### src/rtl/i2c_rt_pkg.sv
package i2c_rt_pkg;

   typedef enum logic [2:0] {
      ST_IDLE = 3'd0,
      ST_ADDR = 3'd1,
      ST_AACK = 3'd2,
      ST_HOLD = 3'd3,
      ST_TX   = 3'd4,
      ST_TACK = 3'd5,
      ST_IGN  = 3'd6
   } rt_state_e;

endpackage

### src/rtl/i2c_rt_lines.sv
module i2c_rt_lines (
   input  logic clk,
   input  logic rst_n,
   input  logic scl_i,
   input  logic sda_i,
   output logic scl_rise,
   output logic scl_fall,
   output logic bus_start,
   output logic bus_stop
);
   logic scl_q;
   logic sda_q;

   always_ff @(posedge clk or negedge rst_n) begin
      if (!rst_n) begin
         scl_q <= 1'b1;
         sda_q <= 1'b1;
      end else begin
         scl_q <= scl_i;
         sda_q <= sda_i;
      end
   end

   always_comb begin
      scl_rise  = scl_i & ~scl_q;
      scl_fall  = ~scl_i & scl_q;
      bus_start = scl_i & scl_q & sda_q & ~sda_i;
      bus_stop  = scl_i & scl_q & ~sda_q & sda_i;
   end
endmodule

### src/rtl/i2c_rt_host.sv
module i2c_rt_host #(
   parameter int DATA_W = 8
) (
   input  logic              clk,
   input  logic              rst_n,
   input  logic              host_wr,
   input  logic [DATA_W-1:0] host_wdata,
   input  logic              rel_set,
   input  logic              irq_clr,
   input  logic              ev_addr_hit,
   input  logic [DATA_W-1:0] addr_byte,
   input  logic              ev_ninth,
   input  logic              ev_hold,
   input  logic              ev_sent,
   input  logic              ev_clr_rw,
   output logic [DATA_W-1:0] buf_q,
   output logic              buf_full,
   output logic              rw_flag,
   output logic              rel_bit,
   output logic              irq
);
   always_ff @(posedge clk or negedge rst_n) begin
      if (!rst_n) begin
         buf_q    <= '0;
         buf_full <= 1'b0;
         rw_flag  <= 1'b0;
         rel_bit  <= 1'b0;
         irq      <= 1'b0;
      end else begin
         if (host_wr)          buf_q <= host_wdata;
         else if (ev_addr_hit) buf_q <= addr_byte;

         if (host_wr)      buf_full <= 1'b1;
         else if (ev_sent) buf_full <= 1'b0;

         if (ev_addr_hit)    rw_flag <= 1'b1;
         else if (ev_clr_rw) rw_flag <= 1'b0;

         if (rel_set)      rel_bit <= 1'b1;
         else if (ev_hold) rel_bit <= 1'b0;

         if (ev_ninth)     irq <= 1'b1;
         else if (irq_clr) irq <= 1'b0;
      end
   end
endmodule

### src/rtl/i2c_rt_core.sv
module i2c_rt_core
   import i2c_rt_pkg::*;
#(
   parameter int ADDR_W = 7,
   parameter int DATA_W = 8
) (
   input  logic              clk,
   input  logic              rst_n,
   input  logic              scl_rise,
   input  logic              scl_fall,
   input  logic              bus_start,
   input  logic              bus_stop,
   input  logic              sda_i,
   input  logic [ADDR_W-1:0] own_addr,
   input  logic              host_wr,
   input  logic [DATA_W-1:0] host_wdata,
   input  logic              rel_bit,
   input  logic              buf_full,
   output logic              scl_oe,
   output logic              sda_oe,
   output logic              ev_addr_hit,
   output logic [DATA_W-1:0] addr_byte,
   output logic              ev_ninth,
   output logic              ev_hold,
   output logic              ev_sent,
   output logic              ev_clr_rw,
   output rt_state_e         state
);
   localparam int CNT_W = $clog2(DATA_W + 1);
   localparam logic [CNT_W-1:0] LAST = CNT_W'(DATA_W);
   localparam logic [CNT_W-1:0] ONE  = CNT_W'(1);

   logic [CNT_W-1:0]  cnt;
   logic [DATA_W-1:0] rx_sr;
   logic [DATA_W-1:0] tx_sr;
   logic              ack_q;
   logic              hit;
   logic              byte_in;
   logic              rel_go;

   always_comb begin
      hit         = (rx_sr[DATA_W-1 -: ADDR_W] == own_addr) && rx_sr[0];
      byte_in     = (state == ST_ADDR) && scl_fall && (cnt == LAST);
      ev_addr_hit = byte_in && hit;
      addr_byte   = rx_sr;
      ev_ninth    = scl_fall && ((state == ST_AACK) || (state == ST_TACK));
      ev_hold     = ev_ninth && ((state == ST_AACK) || !ack_q);
      ev_sent     = (state == ST_TX) && scl_fall && (cnt == LAST);
      ev_clr_rw   = bus_start | bus_stop;
      rel_go      = (state == ST_HOLD) && rel_bit && buf_full;
   end

   always_ff @(posedge clk or negedge rst_n) begin
      if (!rst_n) begin
         state  <= ST_IDLE;
         cnt    <= '0;
         rx_sr  <= '0;
         tx_sr  <= '0;
         ack_q  <= 1'b1;
         scl_oe <= 1'b0;
         sda_oe <= 1'b0;
      end else begin
         if (bus_stop) begin
            state  <= ST_IDLE;
            scl_oe <= 1'b0;
            sda_oe <= 1'b0;
         end else if (bus_start) begin
            state  <= ST_ADDR;
            cnt    <= '0;
            scl_oe <= 1'b0;
            sda_oe <= 1'b0;
         end else begin
            unique case (state)
               ST_ADDR: begin
                  if (scl_rise) begin
                     rx_sr <= {rx_sr[DATA_W-2:0], sda_i};
                     cnt   <= cnt + ONE;
                  end
                  if (byte_in) begin
                     if (hit) begin
                        state  <= ST_AACK;
                        sda_oe <= 1'b1;
                     end else begin
                        state  <= ST_IGN;
                     end
                  end
               end
               ST_AACK: begin
                  if (scl_fall) begin
                     sda_oe <= 1'b0;
                     scl_oe <= 1'b1;
                     state  <= ST_HOLD;
                  end
               end
               ST_HOLD: begin
                  if (rel_go) begin
                     scl_oe <= 1'b0;
                     sda_oe <= ~tx_sr[DATA_W-1];
                     cnt    <= '0;
                     state  <= ST_TX;
                  end
               end
               ST_TX: begin
                  if (scl_rise) cnt <= cnt + ONE;
                  if (scl_fall) begin
                     if (cnt == LAST) begin
                        sda_oe <= 1'b0;
                        state  <= ST_TACK;
                     end else begin
                        tx_sr  <= {tx_sr[DATA_W-2:0], 1'b0};
                        sda_oe <= ~tx_sr[DATA_W-2];
                     end
                  end
               end
               ST_TACK: begin
                  if (scl_rise) ack_q <= sda_i;
                  if (scl_fall) begin
                     if (!ack_q) begin
                        scl_oe <= 1'b1;
                        state  <= ST_HOLD;
                     end else begin
                        state  <= ST_IDLE;
                     end
                  end
               end
               default: ;
            endcase
         end
         if (host_wr) tx_sr <= host_wdata;
      end
   end
endmodule

### src/rtl/i2c_read_target.sv
module i2c_read_target
   import i2c_rt_pkg::*;
#(
   parameter int ADDR_W = 7,
   parameter int DATA_W = 8
) (
   input  logic              clk,
   input  logic              rst_n,
   input  logic              scl_i,
   input  logic              sda_i,
   output logic              scl_oe,
   output logic              sda_oe,
   input  logic [ADDR_W-1:0] own_addr,
   input  logic              host_wr,
   input  logic [DATA_W-1:0] host_wdata,
   input  logic              rel_set,
   input  logic              irq_clr,
   output logic [DATA_W-1:0] buf_q,
   output logic              buf_full,
   output logic              rw_flag,
   output logic              rel_bit,
   output logic              irq
);
   generate
      if (DATA_W != ADDR_W + 1) begin : g_bad_width
         $error("i2c_read_target: DATA_W must equal ADDR_W + 1");
      end
      if (ADDR_W < 2) begin : g_bad_addr
         $error("i2c_read_target: ADDR_W must be at least 2");
      end
   endgenerate

   logic              w_rise;
   logic              w_fall;
   logic              w_start;
   logic              w_stop;
   logic              w_hit;
   logic [DATA_W-1:0] w_abyte;
   logic              w_ninth;
   logic              w_hold;
   logic              w_sent;
   logic              w_clr_rw;
   rt_state_e         w_state;

   i2c_rt_lines u_lines (
      .clk       (clk),
      .rst_n     (rst_n),
      .scl_i     (scl_i),
      .sda_i     (sda_i),
      .scl_rise  (w_rise),
      .scl_fall  (w_fall),
      .bus_start (w_start),
      .bus_stop  (w_stop)
   );

   i2c_rt_core #(.ADDR_W(ADDR_W), .DATA_W(DATA_W)) u_core (
      .clk         (clk),
      .rst_n       (rst_n),
      .scl_rise    (w_rise),
      .scl_fall    (w_fall),
      .bus_start   (w_start),
      .bus_stop    (w_stop),
      .sda_i       (sda_i),
      .own_addr    (own_addr),
      .host_wr     (host_wr),
      .host_wdata  (host_wdata),
      .rel_bit     (rel_bit),
      .buf_full    (buf_full),
      .scl_oe      (scl_oe),
      .sda_oe      (sda_oe),
      .ev_addr_hit (w_hit),
      .addr_byte   (w_abyte),
      .ev_ninth    (w_ninth),
      .ev_hold     (w_hold),
      .ev_sent     (w_sent),
      .ev_clr_rw   (w_clr_rw),
      .state       (w_state)
   );

   i2c_rt_host #(.DATA_W(DATA_W)) u_host (
      .clk         (clk),
      .rst_n       (rst_n),
      .host_wr     (host_wr),
      .host_wdata  (host_wdata),
      .rel_set     (rel_set),
      .irq_clr     (irq_clr),
      .ev_addr_hit (w_hit),
      .addr_byte   (w_abyte),
      .ev_ninth    (w_ninth),
      .ev_hold     (w_hold),
      .ev_sent     (w_sent),
      .ev_clr_rw   (w_clr_rw),
      .buf_q       (buf_q),
      .buf_full    (buf_full),
      .rw_flag     (rw_flag),
      .rel_bit     (rel_bit),
      .irq         (irq)
   );
endmodule

### config.mk
export PLATFORM = sky130hd
export DESIGN_NAME = i2c_read_target
export DESIGN_NICKNAME = d
export VERILOG_FILES = /design/src/rtl/i2c_rt_pkg.sv /design/src/rtl/i2c_rt_lines.sv /design/src/rtl/i2c_rt_host.sv /design/src/rtl/i2c_rt_core.sv /design/src/rtl/i2c_read_target.sv
export SDC_FILE = /design/constraint.sdc
export NUM_CORES = 1
export LEC_CHECK = 0
export ABC_AREA = 1
export CAP_MARGIN = 20
export CORE_MARGIN = 1.5
export CORE_UTILIZATION = 35
export DETAILED_ROUTE_END_ITERATION = 8
export PLACE_DENSITY_LB_ADDON = 0.1
export RECOVER_POWER = 100
export SYNTH_ARGS = -nofsm -noshare
export SYNTH_HDL_FRONTEND = slang
export SYNTH_HIERARCHICAL = 1
export SYNTH_SLANG_ARGS = --single-unit
### constraint.sdc
create_clock -name clk -period 1.8 [get_ports clk]
set_input_delay 0.27 -clock clk [delete_from_list [all_inputs] [get_ports clk]]
set_output_delay 0.27 -clock clk [all_outputs]
set_load 0.02 [all_outputs]
==> results.py <==
metrics = {
    "critical_path": {
        "worst-setup-path-type": "reg2reg",
        "r2r_start": "u_core/cnt[1]",
        "critical_path_arrival_ns": 1.90,
        "r2r_cells": 12,
        "required_ns": 1.98,
        "endpoint_kind": "flip-flop",
        "cp-start-kind": "flip-flop",
        "cp_max_fo": 8,
        "rrSetupSlack_ns": 0.08,
        "r2r_end": "u_host/buf_q[4]",
    },
    "place": {
        "gp_congestion": 0.8685,
        "hpwl_um": 4349,
        "portBuffers": 35,
        "place_ws_ns": -0.2187,
    },
    "sta": {
        "fin_crit_ns": 1.721,
        "clock-skew-final_ns": 0.007098,
        "slew_headroom": 0.5253,
        "max_freq_mhz": 581.2,
        "setup_viol": 0,
        "slew_viol_final": 0,
        "worst_pin_slew_ns": 0.7121,
        "hold_viol_final": 0,
        "finalCritPeriodShare": 0.9559,
        "timing.hold.ws_ns": 0.2745,
        "final.setup.tns_ns": 0,
        "setup_ws_ns": 0.07932,
    },
    "detailed_routing": {
        "routed_via_density": 4.706,
        "route.detailed.drc": 0,
        "num_vias": 2146,
        "drtAntennaViolNets": 0,
        "totalWireLength_um": 5796,
        "drtPass1Iterations": 4,
        "drt_iter0_markers": 61,
        "avgRoutedWirePerCell_um": 12.71,
    },
    "worst_hold_path": {
        "hold_end": "u_lines/sda_q",
        "whs_path_depth": 1,
        "hp-start": "sda_i",
        "holdCritPathClass": "in2reg",
    },
    "clock_network": {
        "insertion_delay_ns": 0.30,
        "cts-root-buf": "clkbuf_8",
        "cts_made_buffers": 5,
        "cts_tree": "yes",
        "cts_buffer_depth": 2,
        "cts_max_level": 2,
        "cts_sinks": 40,
        "path_clk_slew_ns": 0.08,
    },
    "die": {
        "start_util": 0.3646,
        "ios": 36,
        "fp-row-count": 29,
        "die_area_um2": 7151,
        "die_height_um": 84.57,
        "core_area_um2": 6386,
        "fp.dieW_um": 84.57,
    },
    "layout": {
        "layout_common_cells": "nand2_1, nand3_1, inv_1",
        "drive_above_1_share": 0.1900,
        "fillerInstances": 677,
        "layout_commonest_cell": "nand2_1",
        "syn_to_final_growth_pct": 33.69,
        "antennaDiodeCount": 0,
        "nets": 402,
        "fin_util": 0.4875,
    },
    "logic_synthesis": {
        "synthSimpleGateAreaFrac": 0.3772,
        "syn_inst": 309,
        "ys_types": 32,
        "synth_top_area_cell": "dfrtp_1",
        "synthTopCellsByArea": "dfrtp_1, nand2_1, nand3_1",
        "ys_ff_latch": 40,
        "netlist_area_um2": 2328,
        "synth-compound-area-share": 0.08114,
        "synth_xor_area_frac": 0.007523,
        "synth-adder-area-share": 0.01075,
        "synthMuxAreaShare": 0,
        "synth_top_family_by_area": "simple AND/OR/NAND/NOR gates",
        "seq_area_frac_synth": 0.4315,
        "avgSynthCellArea_um2": 7.536,
        "synth_top_area_share": 0.3976,
        "syn-num-nets": 333,
        "yosys_warnings": 6,
    },
    "power_and_ir_drop": {
        "leakage_nw": 1.577,
        "p_per_area_nw_per_um2": 1204,
        "peakVddDrop_mv": 0.7309,
        "finalPower_mw": 3.748,
    },
    "grt": {
        "track_usage": 0.1680,
        "grt_pass1_vias": 2057,
        "antenna_found_initial": 0,
        "grt_pass1_wl_um": 9563,
        "grt_max_degree": 17,
        "grt_overflow": 0,
    },
    "job": {
        "cap_violations": 0,
    },
    "outcome": {
        "status": "completed",
    },
}
-- worst max-delay path by stage --
stage,startpoint,end,slack (ns),cells after the start
after floorplan,u_lines/scl_q,u_core/state[2],0.05,9
after global placement,sda_i,u_core/tx_sr[0],-0.19,11
after detailed placement,sda_i,u_core/tx_sr[0],-0.22,11
after CTS,u_lines/scl_q,u_core/state[0],0.005,10
after global routing,u_core/cnt[1],u_host/buf_q[7],-0.04,12
final,u_core/cnt[1],u_host/buf_q[4],0.08,12
-- Yosys cell counts --
master    count
dfstp_2       3
nand3_1      45
nand3_2       1
o21a_1        1
xor2_1        1
nand2_2       2
nand2_4       3
nor3_1        1
nand3b_1      1
nor2_8        2
nand4_1       2
o21bai_1      3
buf_4         1
a31oi_1       1
clkbuf_4      1
nor2_2        3
nor2_4        5
o211ai_1      1
o21ai_0      14
dfrtp_1      37
nand3_4       1
inv_1        41
a21oi_1       1
o31ai_4       1
ha_1          2
a22o_1        1
nand2_1      99
o21ai_1       8
xnor2_1       1
nor2_1       18
buf_6         2
inv_2         6
-- sequential cells by signal, summed over array words and instances, names as in the netlist --
signal            flops
u_core/cnt            4
u_host/irq            1
u_lines/scl_q         1
u_core/scl_oe         1
u_core/addr_byte      8
u_core/ack_q          1
u_core/tx_sr          8
u_core/state          3
u_core/sda_oe         1
u_host/buf_q          8
u_host/buf_full       1
u_host/rel_bit        1
u_lines/sda_q         1
u_host/rw_flag        1
-- cell type report --
type                            instances  area, µm²  area share
Tap cell                               77      96.34     0.03095
Multi-Input combinational cell        218       1170      0.3758
Clock buffer                            8      90.09     0.02894
Timing Repair Buffer                   66      575.6      0.1849
Inverter                               47      176.4     0.05667
Sequential cell                        40       1005      0.3227
-- power breakdown --
part | internal, mW | total [mW] | switching (mW)
clock | 0.313 | 0.631 | 0.318
sequential | 1.15 | 1.38 | 0.228
combinational | 0.687 | 1.74 | 1.05
total | 2.15 | 3.75 | 1.60
-- routing by layer --
layer	vias to the layer above	track usage	wire, µm	part of all wire
met5	-	0	0	0
met4	0	0.04839	76	0.013
met3	8	0.03835	255	0.044
met2	47	0.2843	2785	0.48
met1	977	0.2152	2678	0.46
li1	1114	-	-	-
-- cell families (layout without fill, tap and decap cells) --
| group | count (synthesis) | count (layout) |
|---|---|---|
| simple gates | 183 | 183 |
| buf+inv | 51 | 121 |
| compound gates | 31 | 31 |
| flops | 40 | 40 |
| fa+ha+maj | 2 | 2 |
| xor+xnor | 2 | 2 |
-- worst max-delay path: stages (launching register included) --
cell and delay (ns):
dfrtp_1 0.38, inv_1 0.07, ha_2 0.18, nand2_2 0.07
nor2_4 0.14, nand2_1 0.08, inv_1 0.07, nand3_2 0.11
nor2_4 0.14, buf_6 0.15, nor2_8 0.05, nand2_1 0.08
nand3_1 0.07
-- stage by stage --
step | area (µm²) | std cells
5_1_grt | 3113 | 456
3_3_place_gp | 2883 | 437
2_1_floorplan | 2328 | 309
3_5_place_dp | 2883 | 437
4_1_cts | 2983 | 446
6_report | 3113 | 456
-- repair_timing --
| item | CTS | global route |
|---|---|---|
| setup endpoints to repair | 0 | 33 |
| gates resized for setup | 0 | 19 |
| hold buffers | 1 | 0 |
| buffers inserted | 0 | 9 |
| endpoints found under the hold margin | 9 | 0 |
Power figures use the tool's default switching activity.
